==> src/rtl/bcd_cal_pkg.sv <==
// Package: shared time record, field masks and BCD helpers for the calendar core.
// Assumes every field holds valid packed BCD (tens nibble high, units nibble low).
package bcd_cal_pkg;

    typedef struct packed {
        logic [7:0] year;
        logic [7:0] month;
        logic [7:0] date;
        logic [7:0] day;
        logic [7:0] hour;
        logic [7:0] min;
        logic [7:0] sec;
    } cal_time_t;

    localparam logic [7:0] SEC_MASK   = 8'h7F;
    localparam logic [7:0] MIN_MASK   = 8'h7F;
    localparam logic [7:0] HOUR_MASK  = 8'h3F;
    localparam logic [7:0] DAY_MASK   = 8'h07;
    localparam logic [7:0] DATE_MASK  = 8'h3F;
    localparam logic [7:0] MONTH_MASK = 8'h1F;
    localparam logic [7:0] YEAR_MASK  = 8'hFF;

    localparam cal_time_t TIME_RESET = '{year: 8'h00, month: 8'h01, date: 8'h01,
                                         day: 8'h01, hour: 8'h00, min: 8'h00, sec: 8'h00};

    // Add one to a two-digit BCD value (no wrap at 99; callers handle wrap).
    function automatic logic [7:0] bcd_inc(input logic [7:0] v);
        if (v[3:0] == 4'd9) return {v[7:4] + 4'd1, 4'd0};
        return {v[7:4], v[3:0] + 4'd1};
    endfunction

    // Leap test on a BCD year: divisible by 4.
    function automatic logic bcd_leap(input logic [7:0] y);
        if (y[4] == 1'b0) return (y[3:0] == 4'd0) || (y[3:0] == 4'd4) || (y[3:0] == 4'd8);
        return (y[3:0] == 4'd2) || (y[3:0] == 4'd6);
    endfunction

    // Last valid date of a BCD month in a BCD year.
    function automatic logic [7:0] bcd_last_date(input logic [7:0] m, input logic [7:0] y);
        case (m)
            8'h02:                      return bcd_leap(y) ? 8'h29 : 8'h28;
            8'h04, 8'h06, 8'h09, 8'h11: return 8'h30;
            default:                    return 8'h31;
        endcase
    endfunction

endpackage

==> src/rtl/cal_tick_prescaler.sv <==
// Module: divides base tick pulses into one-second advance pulses.
// Assumes tick_i is a one-cycle pulse; clear_i restarts the phase at zero.
module cal_tick_prescaler #(
    parameter int TICK_DIV = 4
) (
    input  logic clk,
    input  logic rst_n,
    input  logic tick_i,
    input  logic enable_i,
    input  logic clear_i,
    output logic sec_pulse_o
);
    generate
        if (TICK_DIV <= 1) begin : g_direct
            // Every enabled tick is a second.
            assign sec_pulse_o = tick_i && enable_i && !clear_i;
        end else begin : g_count
            localparam int PW = $clog2(TICK_DIV);
            localparam logic [PW-1:0] LAST = PW'(TICK_DIV - 1);
            logic [PW-1:0] phase;

            // Track the sub-second phase between enabled ticks.
            always_ff @(posedge clk) begin
                if (!rst_n || clear_i)      phase <= '0;
                else if (tick_i && enable_i) phase <= (phase == LAST) ? '0 : phase + 1'b1;
            end

            assign sec_pulse_o = tick_i && enable_i && !clear_i && (phase == LAST);


            pulse_spacing_chk: assert property (@(posedge clk) disable iff (!rst_n)
                sec_pulse_o |=> !sec_pulse_o);

            phase_restart_chk: assert property (@(posedge clk) disable iff (!rst_n)
                clear_i |=> (phase == '0));
        end
    endgenerate
endmodule

==> src/rtl/cal_time_counter.sv <==
// Module: live BCD calendar counters with full carry chain and month-length rollover.
// Assumes loaded values are valid BCD; load_i has priority over advance_i.
module cal_time_counter
    import bcd_cal_pkg::*;
(
    input  logic      clk,
    input  logic      rst_n,
    input  logic      advance_i,
    input  logic      load_i,
    input  cal_time_t load_val_i,
    output cal_time_t live_o,
    output logic      year_wrap_o
);
    cal_time_t live, nxt;
    logic sec_w, min_w, hour_w, date_w, month_w, year_w;

    // Compute the time one second later and the carries between fields.
    always_comb begin
        sec_w   = (live.sec == 8'h59);
        min_w   = sec_w && (live.min == 8'h59);
        hour_w  = min_w && (live.hour == 8'h23);
        date_w  = hour_w && (live.date == bcd_last_date(live.month, live.year));
        month_w = date_w && (live.month == 8'h12);
        year_w  = month_w && (live.year == 8'h99);
        nxt       = live;
        nxt.sec   = sec_w ? 8'h00 : bcd_inc(live.sec);
        if (sec_w)   nxt.min   = min_w ? 8'h00 : bcd_inc(live.min);
        if (min_w)   nxt.hour  = hour_w ? 8'h00 : bcd_inc(live.hour);
        if (hour_w)  nxt.day   = (live.day == 8'h07) ? 8'h01 : live.day + 8'h01;
        if (hour_w)  nxt.date  = date_w ? 8'h01 : bcd_inc(live.date);
        if (date_w)  nxt.month = month_w ? 8'h01 : bcd_inc(live.month);
        if (month_w) nxt.year  = year_w ? 8'h00 : bcd_inc(live.year);
    end

    // Hold, load or advance the live time.
    always_ff @(posedge clk) begin
        if (!rst_n)         live <= TIME_RESET;
        else if (load_i)    live <= load_val_i;
        else if (advance_i) live <= nxt;
    end

    assign live_o      = live;
    assign year_wrap_o = advance_i && !load_i && year_w;


    sec_wrap_chk: assert property (@(posedge clk) disable iff (!rst_n)
        (advance_i && !load_i && live.sec == 8'h59) |=> (live.sec == 8'h00));

    hour_range_chk: assert property (@(posedge clk) disable iff (!rst_n)
        (live.hour[3:0] <= 4'd9) && (live.hour < 8'h24));

    day_range_chk: assert property (@(posedge clk) disable iff (!rst_n)
        (live.day >= 8'h01) && (live.day <= 8'h07));

    date_range_chk: assert property (@(posedge clk) disable iff (!rst_n)
        (live.date != 8'h00) && (live.date <= 8'h31));

    hold_chk: assert property (@(posedge clk) disable iff (!rst_n)
        (!advance_i && !load_i) |=> $stable(live));
endmodule

==> src/rtl/cal_reg_bank.sv <==
// Module: register decode, flags/control bits, read-capture latch and write-staging latch.
// Assumes one bus access per cycle; time reads come from the capture latch only.
module cal_reg_bank
    import bcd_cal_pkg::*;
(
    input  logic      clk,
    input  logic      rst_n,
    input  logic [3:0] addr_i,
    input  logic      wr_i,
    input  logic [7:0] wdata_i,
    input  logic      tamper_i,
    input  logic      year_wrap_i,
    input  cal_time_t live_i,
    output logic [7:0] rdata_o,
    output logic      load_o,
    output cal_time_t stage_o,
    output logic      osc_en_o
);
    logic      tamper_f, century_f, test_b, calm_b, w_b, r_b;
    logic [7:0] ctrl;
    cal_time_t cap, stage;
    logic      wr0, wr1, cap_en, stage_en;
    logic      unused_bits;

    assign wr0      = wr_i && (addr_i == 4'd0);
    assign wr1      = wr_i && (addr_i == 4'd1);
    assign cap_en   = wr0 && wdata_i[0] && !r_b;
    assign stage_en = wr0 && wdata_i[1] && !w_b;
    assign load_o   = wr0 && !wdata_i[1] && w_b;
    assign unused_bits = ^wdata_i[5:4];

    // Register 0 control bits and the two sticky flags.
    always_ff @(posedge clk) begin
        if (!rst_n) begin
            {tamper_f, century_f, test_b, calm_b, w_b, r_b} <= '0;
        end else begin
            if (wr0) {test_b, calm_b, w_b, r_b} <= wdata_i[3:0];
            if (tamper_i && ctrl[6])       tamper_f <= 1'b1;
            else if (wr0 && !wdata_i[7])   tamper_f <= 1'b0;
            if (year_wrap_i)               century_f <= 1'b1;
            else if (wr0 && !wdata_i[6])   century_f <= 1'b0;
        end
    end

    // Register 1: oscillator disable, tamper enable, calibration sign and value.
    always_ff @(posedge clk) begin
        if (!rst_n)   ctrl <= 8'h00;
        else if (wr1) ctrl <= wdata_i;
    end

    // Read latch: snapshot live time on a rising read bit.
    always_ff @(posedge clk) begin
        if (!rst_n)      cap <= TIME_RESET;
        else if (cap_en) cap <= live_i;
    end

    // Staging latch: seed from live time on a rising write bit, then take field writes.
    always_ff @(posedge clk) begin
        if (!rst_n) begin
            stage <= TIME_RESET;
        end else if (stage_en) begin
            stage <= live_i;
        end else if (wr_i && w_b) begin
            case (addr_i)
                4'd2: stage.sec   <= wdata_i & SEC_MASK;
                4'd3: stage.min   <= wdata_i & MIN_MASK;
                4'd4: stage.hour  <= wdata_i & HOUR_MASK;
                4'd5: stage.day   <= wdata_i & DAY_MASK;
                4'd6: stage.date  <= wdata_i & DATE_MASK;
                4'd7: stage.month <= wdata_i & MONTH_MASK;
                4'd8: stage.year  <= wdata_i & YEAR_MASK;
                default: ;
            endcase
        end
    end

    // Read decode.
    always_comb begin
        case (addr_i)
            4'd0:    rdata_o = {tamper_f, century_f, 2'b00, test_b, calm_b, w_b, r_b};
            4'd1:    rdata_o = ctrl;
            4'd2:    rdata_o = cap.sec;
            4'd3:    rdata_o = cap.min;
            4'd4:    rdata_o = cap.hour;
            4'd5:    rdata_o = cap.day;
            4'd6:    rdata_o = cap.date;
            4'd7:    rdata_o = cap.month;
            4'd8:    rdata_o = cap.year;
            default: rdata_o = 8'h00;
        endcase
    end

    assign stage_o  = stage;
    assign osc_en_o = !ctrl[7];


    century_set_chk: assert property (@(posedge clk) disable iff (!rst_n)
        year_wrap_i |=> century_f);

    capture_hold_chk: assert property (@(posedge clk) disable iff (!rst_n)
        !(wr0 && wdata_i[0] && !r_b) |=> $stable(cap));

    tamper_set_chk: assert property (@(posedge clk) disable iff (!rst_n)
        (tamper_i && ctrl[6]) |=> tamper_f);

    load_only_on_fall_chk: assert property (@(posedge clk) disable iff (!rst_n)
        load_o |=> !w_b);
endmodule

==> src/rtl/bcd_calendar_core.sv <==
// Module: top of the BCD calendar clock register file.
// Joins the tick prescaler, the live counters and the register bank.
// Assumes ticks and time-transfer writes do not fall in the same cycle.
module bcd_calendar_core #(
    parameter int TICK_DIV = 4
) (
    input  logic       clk,
    input  logic       rst_n,
    input  logic       tick_in,
    input  logic       tamper_in,
    input  logic [3:0] bus_addr,
    input  logic       bus_wr,
    input  logic [7:0] bus_wdata,
    output logic [7:0] bus_rdata
);
    import bcd_cal_pkg::*;

    cal_time_t live, stage;
    logic      sec_pulse, load, osc_en, year_wrap;

    cal_tick_prescaler #(.TICK_DIV(TICK_DIV)) u_presc (
        .clk(clk), .rst_n(rst_n), .tick_i(tick_in), .enable_i(osc_en),
        .clear_i(load), .sec_pulse_o(sec_pulse)
    );

    cal_time_counter u_cnt (
        .clk(clk), .rst_n(rst_n), .advance_i(sec_pulse), .load_i(load),
        .load_val_i(stage), .live_o(live), .year_wrap_o(year_wrap)
    );

    cal_reg_bank u_regs (
        .clk(clk), .rst_n(rst_n), .addr_i(bus_addr), .wr_i(bus_wr),
        .wdata_i(bus_wdata), .tamper_i(tamper_in), .year_wrap_i(year_wrap),
        .live_i(live), .rdata_o(bus_rdata), .load_o(load), .stage_o(stage),
        .osc_en_o(osc_en)
    );


    osc_off_chk: assert property (@(posedge clk) disable iff (!rst_n)
        !osc_en |-> !sec_pulse);
endmodule

==> config.mk <==
export PLATFORM = sky130hd
export DESIGN_NAME = bcd_calendar_core
export DESIGN_NICKNAME = d
export VERILOG_FILES = /design/src/rtl/bcd_cal_pkg.sv /design/src/rtl/cal_tick_prescaler.sv /design/src/rtl/cal_time_counter.sv /design/src/rtl/cal_reg_bank.sv /design/src/rtl/bcd_calendar_core.sv
export SDC_FILE = /design/constraint.sdc
export NUM_CORES = 1
export LEC_CHECK = 0
export ABC_CLOCK_PERIOD_IN_PS = 4600
export BUFFER_PORTS_ARGS = -buffer_cell sky130_fd_sc_hd__buf_4
export CORE_ASPECT_RATIO = 1.4
export CORE_UTILIZATION = 25
export DETAILED_ROUTE_END_ITERATION = 6
export GPL_ROUTABILITY_DRIVEN = 1
export HOLD_SLACK_MARGIN = 0.03
export PLACE_DENSITY = 0.43
export SLEW_MARGIN = 20
export SYNTH_ARGS = -nofsm -noshare
export SYNTH_HDL_FRONTEND = slang
export SYNTH_SLANG_ARGS = --single-unit
==> constraint.sdc <==
create_clock -name clk -period 4.6 [get_ports clk]
set_clock_uncertainty 0.2 [all_clocks]
set_input_delay 0.92 -clock clk [delete_from_list [all_inputs] [get_ports clk]]
set_output_delay 0.92 -clock clk [all_outputs]
set_load 0.05 [all_outputs]
Word level (Yosys, flattened, before mapping)
Index checks and enable logic that the tools add are counted.

storage, ports and cells
  bits in registers = 184
  input port bits = 17
  output and inout port bits = 8
  word-level logic and storage cells = 217

operators by class
  $add $sub $neg = 14
  eq/ne operators = 31
  mux-type cells = 60
  reduce and logical (&&, ||, !) cells = 77

operators by type and width
  operator                                             count
  2-to-1 mux 8 bit                                     32
  2-to-1 mux 56 bit                                    4
  case mux 8 bit (9 select lines)                      1
  adder 4 x 1 -> 4 bit, second input constant          12
  equality test 4 bit, second input constant           8
  nonzero test 2 bit                                   16
  AND reduction 2 bit                                  13
  equality test 4 x 3 -> 1 bit, second input constant  6
  equality test 8 x 3 -> 1 bit, second input constant  3
  logical AND 1 bit                                    22
  2-to-1 mux 1 bit                                     21
  nonzero test 3 bit                                   6
  equality test 8 x 5 -> 1 bit, second input constant  2
  equality test 8 x 7 -> 1 bit, second input constant  2
  case mux 8 bit (2 select lines)                      1
  AND reduction 3 bit                                  5
  equality test 4 x 2 -> 1 bit, second input constant  3
  adder 8 x 1 -> 8 bit, second input constant          1
  equality test 8 x 2 -> 1 bit, second input constant  1
  equality test 8 x 4 -> 1 bit, second input constant  1
  equality test 8 x 6 -> 1 bit, second input constant  1
  equality test 8 bit                                  1
  equality test 8 bit, second input constant           1
  logical NOT 1 bit                                    8
  7 further kinds                                      11

Longest topological paths before layout
Gate-level depths: netlist of the first run.

  depth after elaboration = 17
  depth in mapped cells = 11
  depth with buffers taken out = 9

Cells and area by module
Synthesis of the first run repeated with hierarchy kept, for this count alone.

second synthesis, totals
  cell total of the unflattened synthesis = 1,171
  area total of the unflattened synthesis = 9,342.7 um2

modules (own cells, without submodules)
  module              times used  cells each  area an instance (um2)  seq. area each (um2)
  cal_reg_bank        1           673         5,484.0                 2,522.4
  cal_time_counter    1           487         3,742.3                 1,121.1
  cal_tick_prescaler  1           11          116.4                   40.0

Worst setup path before layout of the first run
No wires, ideal clock.

  kind = input to output
  start = input port bus_addr[0]
  end = output port bus_rdata[4]
  arrival time = 3.146 ns
  data required time = 3.480 ns
  slack = 0.334 ns
  stages on the path = 7
  buffers on the path = 2
  path through = buf_1 buf_1 nor2b_1 a22oi_1 nor2_1 a21oi_1 o21ai_0

between the ends
  word-level cells in the longest chain between the ends = 2
  elaborated cells between the ends (all ways) = 10
  classes of those cells = 8 x eq/ne; 1 x mux; 1 x reduce/logical

RTL lines
  item                                         RTL line                 text
  start, declared                              bcd_calendar_core.sv:11  input logic [3:0] bus_addr,
  equality test 4 bit (tied with other cells)  cal_reg_bank.sv:79       case (addr_i)
  case mux 8 bit (9 select lines) *            cal_reg_bank.sv:79
  end, declared                                bcd_calendar_core.sv:14  output logic [7:0] bus_rdata

Mark *: on every way between the ends. The rest lies on a longest branch, timed or not.

Final worst setup path of the first run
  start = input port bus_addr[1]
  end = output port bus_rdata[1]

Same word-level chain as after synthesis.

==> results of run 1 <==
routing by layer:
layer  up-vias  GRT usage [%]  part of all wire (%)
met5         -              0                     0
li1       4109              -                     -
met1      4000           20.6                    44
met4         0           5.71                   2.3
met3        27           2.47                   2.8
met2       153           29.5                    51
worst paths after layout:
check                                       from  cells after the start                       endpoint
hold reg to reg   u_regs.stage_o[0]$_SDFFE_PN0P_                      2   u_cnt.live_o[0]$_SDFFE_PN0P_
hold / removal    u_regs.stage_o[0]$_SDFFE_PN0P_                      2   u_cnt.live_o[0]$_SDFFE_PN0P_
setup / recovery                     bus_addr[1]                      7                   bus_rdata[1]
setup reg to reg    u_cnt.live_o[8]$_SDFFE_PN0P_                      8  u_regs.century_f$_SDFFE_PN0P_
where the power goes:
part           switching [mW]  total (mW)  internal (mW)
Combinational           0.107       0.150         0.0427
Sequential            0.00749        1.61           1.60
Clock                   0.662        1.36          0.702
Total                   0.777        3.12           2.35
registers in the layout, summed over array words and instances (netlist names), 2 cells and up:
name / cells
u_regs.cap: 56
u_regs.stage_o: 56
u_regs.ctrl: 8
u_presc.g_count.phase: 2
u_cnt.live_o: 56
worst reg2reg max path, cell delays in order, from the launching register on:
cell,delay [ns]
dfxtp_1,0.46
ha_1,0.21
and3b_1,0.37
nand4_1,0.52
nor3_4,0.58
nand2_1,0.17
nor4_4,0.34
nand3_1,0.27
a21oi_1,0.20
final cells by class:
cell class                 instances  area (sq um)  area share [%]
clock buffer                      20           447            4.30
clock inverter                    11          76.3           0.734
inverter                          21          81.3           0.782
multi-input combinational        879          5170            49.7
sequential                       184          3680            35.4
tap                              467           584            5.62
timing repair buffer              44           355            3.42
metrics by stage:
step	power, mW	instance area, sq um	instances	setup WS, ns	util (%)
finish	3.12	10400	1626	0.794	28.4
global placement	1.80	9870	1595	0.832	27.0
CTS	3.17	10400	1626	0.860	28.4
floorplan	1.74	9270	1170	0.334	-
detailed placement	1.80	9870	1595	0.867	27.0
global route	3.25	10400	1626	0.682	28.4
cell usage in the layout, fill, tap and decap left out, types with 27 or more instances in the layout:
master and n:
nand2_1 201, dfxtp_1 184, a21oi_1 131, nor2_1 129
o21ai_0 54, a211oi_1 53, buf_4 42, nand3_1 30
nor3_1 27
logic make-up after synthesis:
kind of cell               after synthesis
AOI/OAI and AO/OA                      336
adders and majority gates               22
DFF                                    184
buffers and inverters                  107
muxes                                   34
xor gates and xnor gates                 9
and+or+nand+nor                        478
==> metrics, run 1 <==
status=finished with violations; failing checks=DRC; Most Frequent Cell on Critical Path=a21oi_1; most frequent cell after synthesis=nand2_1; Die Area=37900 sq um; max-slew violation count=0; sequential fraction of the synthesis area=39.7%; Period Utilization, post-route=82.7%; Post-synth EDFFs=0; number of diodes=0; clk root buf=clkbuf_16; Hold Fails Final Rpt=0; total CTS buffers=17; max cap viols=0; largest family of logic cells by synthesized area=simple AND/OR/NAND/NOR gates; Synth area leader=dfxtp_1; Rel. slew slack=24.4%; critical path type=input port to output pin; drt first pass iters=7; Peak VDD IR=0.193 mV; CTS tree=built; largest net degree at the start of global routing=66; achievable frequency=263 MHz; vias in the first global route=7929; count of input and output buffers=24; first-pass GRT wire length=48.1 mm; PostCTS Resize Cnt=0; total number of vias=8289; Hold Slack=0.253 ns; average size of a mapped cell=7.92 sq um; layout cell share with drive strength beyond 1=9.49%; share of the synthesized area in the top cell type=39.7%; IO Count=25; Total Nets Final=1186; initial antenna violation count=0; remaining global-route overflow=0; Clock Tree Buf Depth=2; crit path cell chain=buf_4, nor2b_1, a21oi_1, a21oi_1, a211oi_1, a21oi_1, buf_4; # hold bufs at CTS=0; RD Place Congestion=0.892; Synth Area in Simple Gates=23.8%; CP Data Required Time=3.48 ns; area delta synth->final=12.1%; CP top delay family=compound AO/OA/AOI/OAI gates; Netlist Area Pre-Place=9270 sq um; Hold WC Path Type=flop to flop; DRC viols=2; HPWL Detailed=21.3 mm; H-tree levels=4; filler cell count=4007; flop2flop setup slack=1.20 ns; gr usage total=16.8%; Synth warnings=0; Area contributors post-synth=dfxtp_1, nand2_1, a21oi_1; Starting Density=25.4%; Worst-path clk slew=0.07 ns; crit path max-delay cell type=nor2b_1; CP peak stage delay=0.64 ns; Buffers & Inverters on Critical Path=2; Critical Path Start Type=input port; post-DR vias/cell=5.10; LEAKAGE=3.53 nW; WL final=30.9 mm; post-synthesis mux area share=4.30%; Die H=230 um; Core Region=36600 sq um; WP data arrival=2.69 ns; row cnt=83; Sink Count=184; die width=165 um; Post-Route Setup TNS=0 ns; list of most frequent post-synthesis cells=nand2_1, dfxtp_1, a21oi_1; drt initial violations=638; net count after synthesis=1209; RSZ-0062 raised after global routing=false; Post-Synth Adder-Cell Area=2.97%; Setup Viol. Count Final=0; CP endpoint kind=output pin; synthesized flop and latch total=184; worst-path maximum fanout=20; Synth cell types=79; dominant synthesized flop cell=dfxtp_1; Post-Synth XOR/XNOR Area=0.931%; WL/cell=19.0 um; minimum clock period=3.81 ns; PD cells=301 nW/um^2; post-CTS setup buffers=0; worst-skew pair later-pin latency=0.45 ns; worst slew pin tran=1.13 ns; Compound-Gate Fraction of Synth Area=23.5%; Cells after Synth=1170; Synth async-reset ratio=0%; ANT nets after route=0
No activity file was read; power rests on OpenSTA's default activity.
==> run 2: changes to the inputs <==
Settings changed: ABC_CLOCK_PERIOD_IN_PS 4600 to 3600.
Clock period 4.6 ns to 3.6 ns, I/O delays scaled along.
==> run 2 against run 1 <==
The flow still finishes with violations (DRC); non-clock buffer count rose by 19; final area grew 2.7%; critical path depth unchanged; sequential power is 28% higher; sequential cell count stayed put; combinational power up 31%; global-route usage rose by 0.12 points; worst setup slack got worse by 0.40 ns; register-to-register slack lost 0.54 ns; sequential share of layout area shrank 0.93 points; hold slack gained 0.0023 ns; first-iteration DRC count shrank 15%; largest power group unchanged.
==> metrics, run 2 (synthesis results as in run 1) <==
crit path cell chain=buf_4, nor2b_1, buf_4, a22o_1, a221oi_1, o21ai_1, buf_4 (was buf_4, nor2b_1, a21oi_1, a21oi_1, a211oi_1, a21oi_1, buf_4); Buffers & Inverters on Critical Path=3 (was 2); first-pass GRT wire length=48.5 mm (was 48.1 mm); HPWL Detailed=21.8 mm (was 21.3 mm); top layer used by detailed routing=met4 (unchanged); total CTS buffers=17 (unchanged); worst-skew pair later-pin latency=0.45 ns (about the same); post-CTS setup buffers=0 (unchanged); remaining global-route overflow=0 (unchanged); number of diodes=0 (unchanged); WL met2=16.0 mm (was 15.8 mm); PD cells=404 nW/um^2 (was 301 nW/um^2); CTS tree=built (unchanged); WP data arrival=2.29 ns (was 2.69 ns); Hold WC Path Type=flop to flop (unchanged); Sink Count=184 (unchanged); CP top delay family=compound AO/OA/AOI/OAI gates (unchanged); Worst-path clk slew=0.07 ns (about the same); PostCTS Resize Cnt=0 (unchanged); worst-path maximum fanout=21 (was 20); leading cell type in the layout, fill and taps excluded=nand2_1 (unchanged); initial antenna violation count=0 (unchanged); # hold bufs at CTS=0 (unchanged); DRC viols=2 (unchanged); max-slew violation count=0 (unchanged); Setup Viol. Count Final=0 (unchanged); CP peak stage delay=0.47 ns (was 0.64 ns); Peak VDD IR=0.272 mV (was 0.193 mV); WL met1=13.4 mm (was 13.5 mm); critical path type=input port to output pin (unchanged); Hold Fails Final Rpt=0 (unchanged); CP endpoint kind=output pin (unchanged); commonest cells after routing, fill and taps aside=nand2_1, dfxtp_1, a21oi_1 (unchanged); clk root buf=clkbuf_16 (unchanged); ANT nets after route=0 (unchanged); failing checks=DRC (unchanged); Most Frequent Cell on Critical Path=buf_4 (was a21oi_1); achievable frequency=312 MHz; Post-Route Setup TNS=0 ns (unchanged); Critical Path Start Type=input port (unchanged); Starting Density=25.4% (unchanged); final core occ=29.2% (was 28.4%); CP Data Required Time=2.68 ns (was 3.48 ns); LEAKAGE=3.69 nW (was 3.53 nW); RD Place Congestion=0.899 (was 0.892); Die Area=37900 sq um (unchanged); WL final=31.1 mm (was 30.9 mm); Die H=230 um (unchanged); Core Region=36600 sq um (unchanged); H-tree levels=4 (unchanged); largest net degree at the start of global routing=60 (was 66); max cap viols=0 (unchanged); die width=165 um (unchanged); Clock Tree Buf Depth=2 (unchanged); status=finished with violations (unchanged); count of input and output buffers=24 (unchanged); gr usage total=16.9% (was 16.8%); IO Count=25 (unchanged); row cnt=83 (unchanged); area delta synth->final=15.1% (was 12.1%); WL/cell=18.9 um (was 19.0 um); post-DR vias/cell=5.07 (was 5.10); wire length on met3=882 um (was 873 um); crit path max-delay cell type=a221oi_1 (was nor2b_1); vias in the first global route=8073 (was 7929); layout cell share with drive strength beyond 1=11.1% (was 9.49%); drt initial violations=543 (was 638); Period Utilization, post-route=89.0%; Rel. slew slack=25.9% (was 24.4%); total number of vias=8351 (was 8289); minimum clock period=3.21 ns; worst slew pin tran=1.11 ns (was 1.13 ns); RSZ-0062 raised after global routing=false (unchanged); drt first pass iters=7 (unchanged); Total Nets Final=1205 (was 1186)
## run 2: tightest hold or removal path, stage by stage, from the launching register on
cell and delay (ns):
dfxtp_1 0.31, nand3_1 0.06, nand2_1 0.05
## run 2: power by group
group	switching [mW]	leakage, nW	total (mW)	internal (mW)
Combinational	0.138	1.90	0.197	0.0590
Clock	0.866	0.306	2.06	1.19
Sequential	0.00905	1.48	2.06	2.05
## run 2: final cells by class
cell class              count  area [sq um]
fillers                  3997         25900
multi-input cells         879          5160
flip-flops and latches    184          3680
well taps                 467           584
repair buffers             63           523
clock buffers              19           443
clock inverters            13           195
inverters                  21          81.3
## run 2: path summary, 6_finish.rpt
path                                                 startpoint                       endpoint  slack (ns)  cells past startpoint
worst max-delay path                                bus_addr[0]                   bus_rdata[0]        0.39                      7
worst min-delay path            u_regs.stage_o[51]$_SDFFE_PN0P_  u_cnt.live_o[51]$_SDFFE_PN0P_        0.26                      2
worst max register to register     u_cnt.live_o[0]$_SDFFE_PN0P_  u_cnt.live_o[54]$_SDFFE_PN0P_        0.66                      9
worst min register to register  u_regs.stage_o[51]$_SDFFE_PN0P_  u_cnt.live_o[51]$_SDFFE_PN0P_        0.26                      2
## run 2: layer usage
layer | vias to the layer above | global-route usage (%)
met4 | 0 | 6.54
li1 | 4134 | -
met5 | - | 0
met3 | 36 | 1.57
met2 | 152 | 30.4
met1 | 4029 | 20.4
## run 2: through the flow
step                      instance area [sq um]  std cells  hold WS (ns)  power (mW)  setup WS [ns]
final                                     10700       1646         0.256        4.31          0.395
after detailed placement                  10000       1614         0.248        2.30          0.354
after global routing                      10700       1646         0.278        4.46          0.260
after CTS                                 10700       1646         0.255        4.36          0.433
after floorplan                            9270       1170         0.232        2.22         0.0367
after global placement                    10000       1614         0.245        2.30          0.382
==> run 3: changes to the inputs <==
Settings changed: ABC_AREA set to 1, CORE_MARGIN set to 1.5.
==> run 3 against run 2 <==
The flow now finishes without violations; critical path type unchanged; sequential power barely moved; critical path depth rose by 2; highest routed layer unchanged; largest cell class unchanged; non-clock buffer count down 21; wire length down 4.1%; die area down 3.6%; fmax increased by 2.5%; core utilization fell by 0.41 points.
==> metrics, run 3 <==
max-slew violation count=0 (unchanged); remaining global-route overflow=0 (unchanged); Core Region=34900 sq um (was 36600 sq um); WL/cell=17.8 um (was 18.9 um); crit path max-delay cell type=a221oi_1 (unchanged); Rel. slew slack=47.2% (was 25.9%); Period Utilization, post-route=86.9% (was 89.0%); Area contributors post-synth=dfxtp_1, o21ai_0, nand2_1 (was dfxtp_1, nand2_1, a21oi_1); WL final=29.8 mm (was 31.1 mm); ANT nets after route=0 (unchanged); CP peak stage delay=0.32 ns (was 0.47 ns); # hold bufs at CTS=0 (unchanged); Setup Viol. Count Final=0 (unchanged); DRC viols=0 (was 2); initial antenna violation count=0 (unchanged); layout cell share with drive strength beyond 1=9.60% (was 11.1%); worst-skew pair later-pin latency=0.45 ns (about the same); list of most frequent post-synthesis cells=nand2_1, dfxtp_1, o21ai_0 (was nand2_1, dfxtp_1, a21oi_1); total number of vias=8075 (was 8351); Hold WC Path Type=flop to flop (unchanged); Starting Density=25.4% (about the same); total CTS buffers=17 (unchanged); Netlist Area Pre-Place=8840 sq um (was 9270 sq um); Die Area=36500 sq um (was 37900 sq um); commonest cells after routing, fill and taps aside=nand2_1, dfxtp_1, o21ai_0 (was nand2_1, dfxtp_1, a21oi_1); Clock Tree Buf Depth=2 (unchanged); final core occ=28.8% (was 29.2%); most frequent cell after synthesis=nand2_1 (unchanged); largest net degree at the start of global routing=55 (was 60); Pint=3.09 mW (was 3.30 mW); Seq pwr share=50.0% (was 47.7%); LEAKAGE=3.83 nW (was 3.69 nW); minimum clock period=3.13 ns (was 3.21 ns); overall power=4.13 mW (was 4.31 mW); storage element area=3680 sq um (unchanged); worst slew pin tran=0.792 ns (was 1.11 ns); Sw Pwr=1.03 mW (was 1.01 mW); HPWL Detailed=21.2 mm (was 21.8 mm); share of the synthesized area in the top cell type=41.7% (was 39.7%); critical path type=input port to output pin (unchanged); number of diodes=0 (unchanged); PostCTS Resize Cnt=0 (unchanged); Die H=226 um (was 230 um); die width=162 um (was 165 um); Logic pwr share=4.0% (was 4.6%); filler cell count=3870 (was 3997); post-CTS setup buffers=0 (unchanged); sequential fraction of the synthesis area=41.7% (was 39.7%); status=finished, final reports clean (was finished with violations); synthesized flop and latch total=184 (unchanged); multi-input logic area=4460 sq um (was 5160 sq um); Worst-path clk slew=0.08 ns (was 0.07 ns); drt initial violations=542 (was 543); RSZ-0062 raised after global routing=false (unchanged); Hold Fails Final Rpt=0 (unchanged); area delta synth->final=13.5% (was 15.1%); RD Place Congestion=0.832 (was 0.899); switching portion of total power=25.0% (was 23.5%); leading cell type in the layout, fill and taps excluded=nand2_1 (unchanged); clk root buf=clkbuf_16 (unchanged); CTS tree=built (unchanged); Clk pwr share=46.0% (was 47.7%); WP data arrival=2.21 ns (was 2.29 ns); crit path cell chain=buf_4, inv_1, nor2_1, nand2_1, inv_1, a22o_1, a221oi_1, o211ai_1, buf_4 (was buf_4, nor2b_1, buf_4, a22o_1, a221oi_1, o21ai_1, buf_4); Post-synth EDFFs=0 (unchanged); drt first pass iters=7 (unchanged); gr usage total=16.8% (was 16.9%); PD cells=411 nW/um^2 (was 404 nW/um^2); Synth area leader=dfxtp_1 (unchanged); worst-path maximum fanout=8 (was 21); post-DR vias/cell=4.82 (was 5.07); Synth warnings=0 (unchanged); placed cell areas=9460 sq um (was 10000 sq um); Synth async-reset ratio=0% (unchanged); Critical Path Start Type=input port (unchanged); Sink Count=184 (unchanged); Hold Slack=0.258 ns (was 0.256 ns); achievable frequency=320 MHz (was 312 MHz); IO Count=25 (unchanged); average size of a mapped cell=7.34 sq um (was 7.92 sq um); net count after synthesis=1244 (was 1209); H-tree levels=4 (unchanged); Peak VDD IR=0.355 mV (was 0.272 mV); count of input and output buffers=24 (unchanged); row cnt=81 (was 83); Post-Route Setup TNS=0 ns (unchanged); Cells after Synth=1205 (was 1170); first-pass GRT wire length=46.1 mm (was 48.5 mm); flop2flop setup slack=0.77 ns (was 0.66 ns); Total Nets Final=1245 (was 1205); Synth cell types=43 (was 79); max cap viols=0 (unchanged); CP endpoint kind=output pin (unchanged); CP Data Required Time=2.68 ns (about the same); Final Cell Area=10000 sq um (was 10700 sq um); vias in the first global route=7805 (was 8073); dominant synthesized flop cell=dfxtp_1 (unchanged)
-- run 3: cell types whose count changed after synthesis, sizes merged, moves of 19 or more --
cell | previous run | this run
o21ai | 59 | 175
inv | 21 | 113
a211oi | 54 | 4
a31oi | 5 | 45
clkbuf | 63 | 37
nor2 | 129 | 104
mux2i | 23 | 0
nand3 | 30 | 53
a22oi | 23 | 1
nand2 | 201 | 220
nor3 | 30 | 11
-- run 3: path summary, 6_finish.rpt --
path	cells after the start	start	to
min	2	u_regs.ctrl[2]$_SDFFE_PN0P_	u_regs.ctrl[2]$_SDFFE_PN0P_
max	9	bus_addr[2]	bus_rdata[3]
min reg2reg	2	u_regs.ctrl[2]$_SDFFE_PN0P_	u_regs.ctrl[2]$_SDFFE_PN0P_
max reg2reg	10	u_cnt.live_o[0]$_SDFFE_PN0P_	u_cnt.live_o[37]$_SDFFE_PN0P_
-- run 3: area by class of cell --
type	count	share of cell area [%]
multi-input cells	848	44.5
clock buffers	20	4.45
inverters	113	4.25
well taps	456	5.69
repair buffers	42	3.14
flip-flops and latches	184	36.7
clock inverters	12	1.31
-- run 3: cells by family (layout without fill, tap and decap cells) --
group / Yosys count / in the layout / synth area share, %
compound gates: 404 / 404 / 25.8
buf+inv: 173 / 187 / 7.95
simple gates: 404 / 404 / 19.7
xor+xnor: 18 / 18 / 1.78
fa+ha+maj: 22 / 22 / 3.11
flops: 184 / 184 / 41.7
-- run 3: worst max-delay path: cells and delay by family --
family | cells | cell delay, ns
AO/OA/AOI/OAI | 3 | 0.77
buffers and inverters | 4 | 0.55
AND/OR/NAND/NOR | 2 | 0.17
-- run 3: per-layer routing --
layer / wire, um / vias to the layer above / part of all wire [%] / GRT usage, %
li1: - / 4104 / - / -
met1: 12500 / 3851 / 42 / 19.4
met2: 16200 / 90 / 54 / 31.7
met3: 524 / 30 / 1.8 / 2.12
met4: 638 / 0 / 2.1 / 5.68
met5: 0 / - / 0 / 0
-- run 3: through the flow --
| step | std cells | setup slack [ns] |
|---|---|---|
| 6_report | 1675 | 0.473 |
| 3_3_place_gp | 1643 | 0.530 |
| 3_5_place_dp | 1643 | 0.523 |
| 4_1_cts | 1675 | 0.510 |
| 2_1_floorplan | 1205 | 0.807 |
| 5_1_grt | 1675 | 0.341 |
-- run 3: power by group through the flow --
stage	logic, mW	clock network [mW]	registers [mW]
after global routing	0.178	2.03	2.07
after detailed placement	0.165	0	2.11
after global placement	0.165	0	2.11
final	0.163	1.90	2.06
after CTS	0.166	1.95	2.06
after floorplan	0.0883	0	2.11
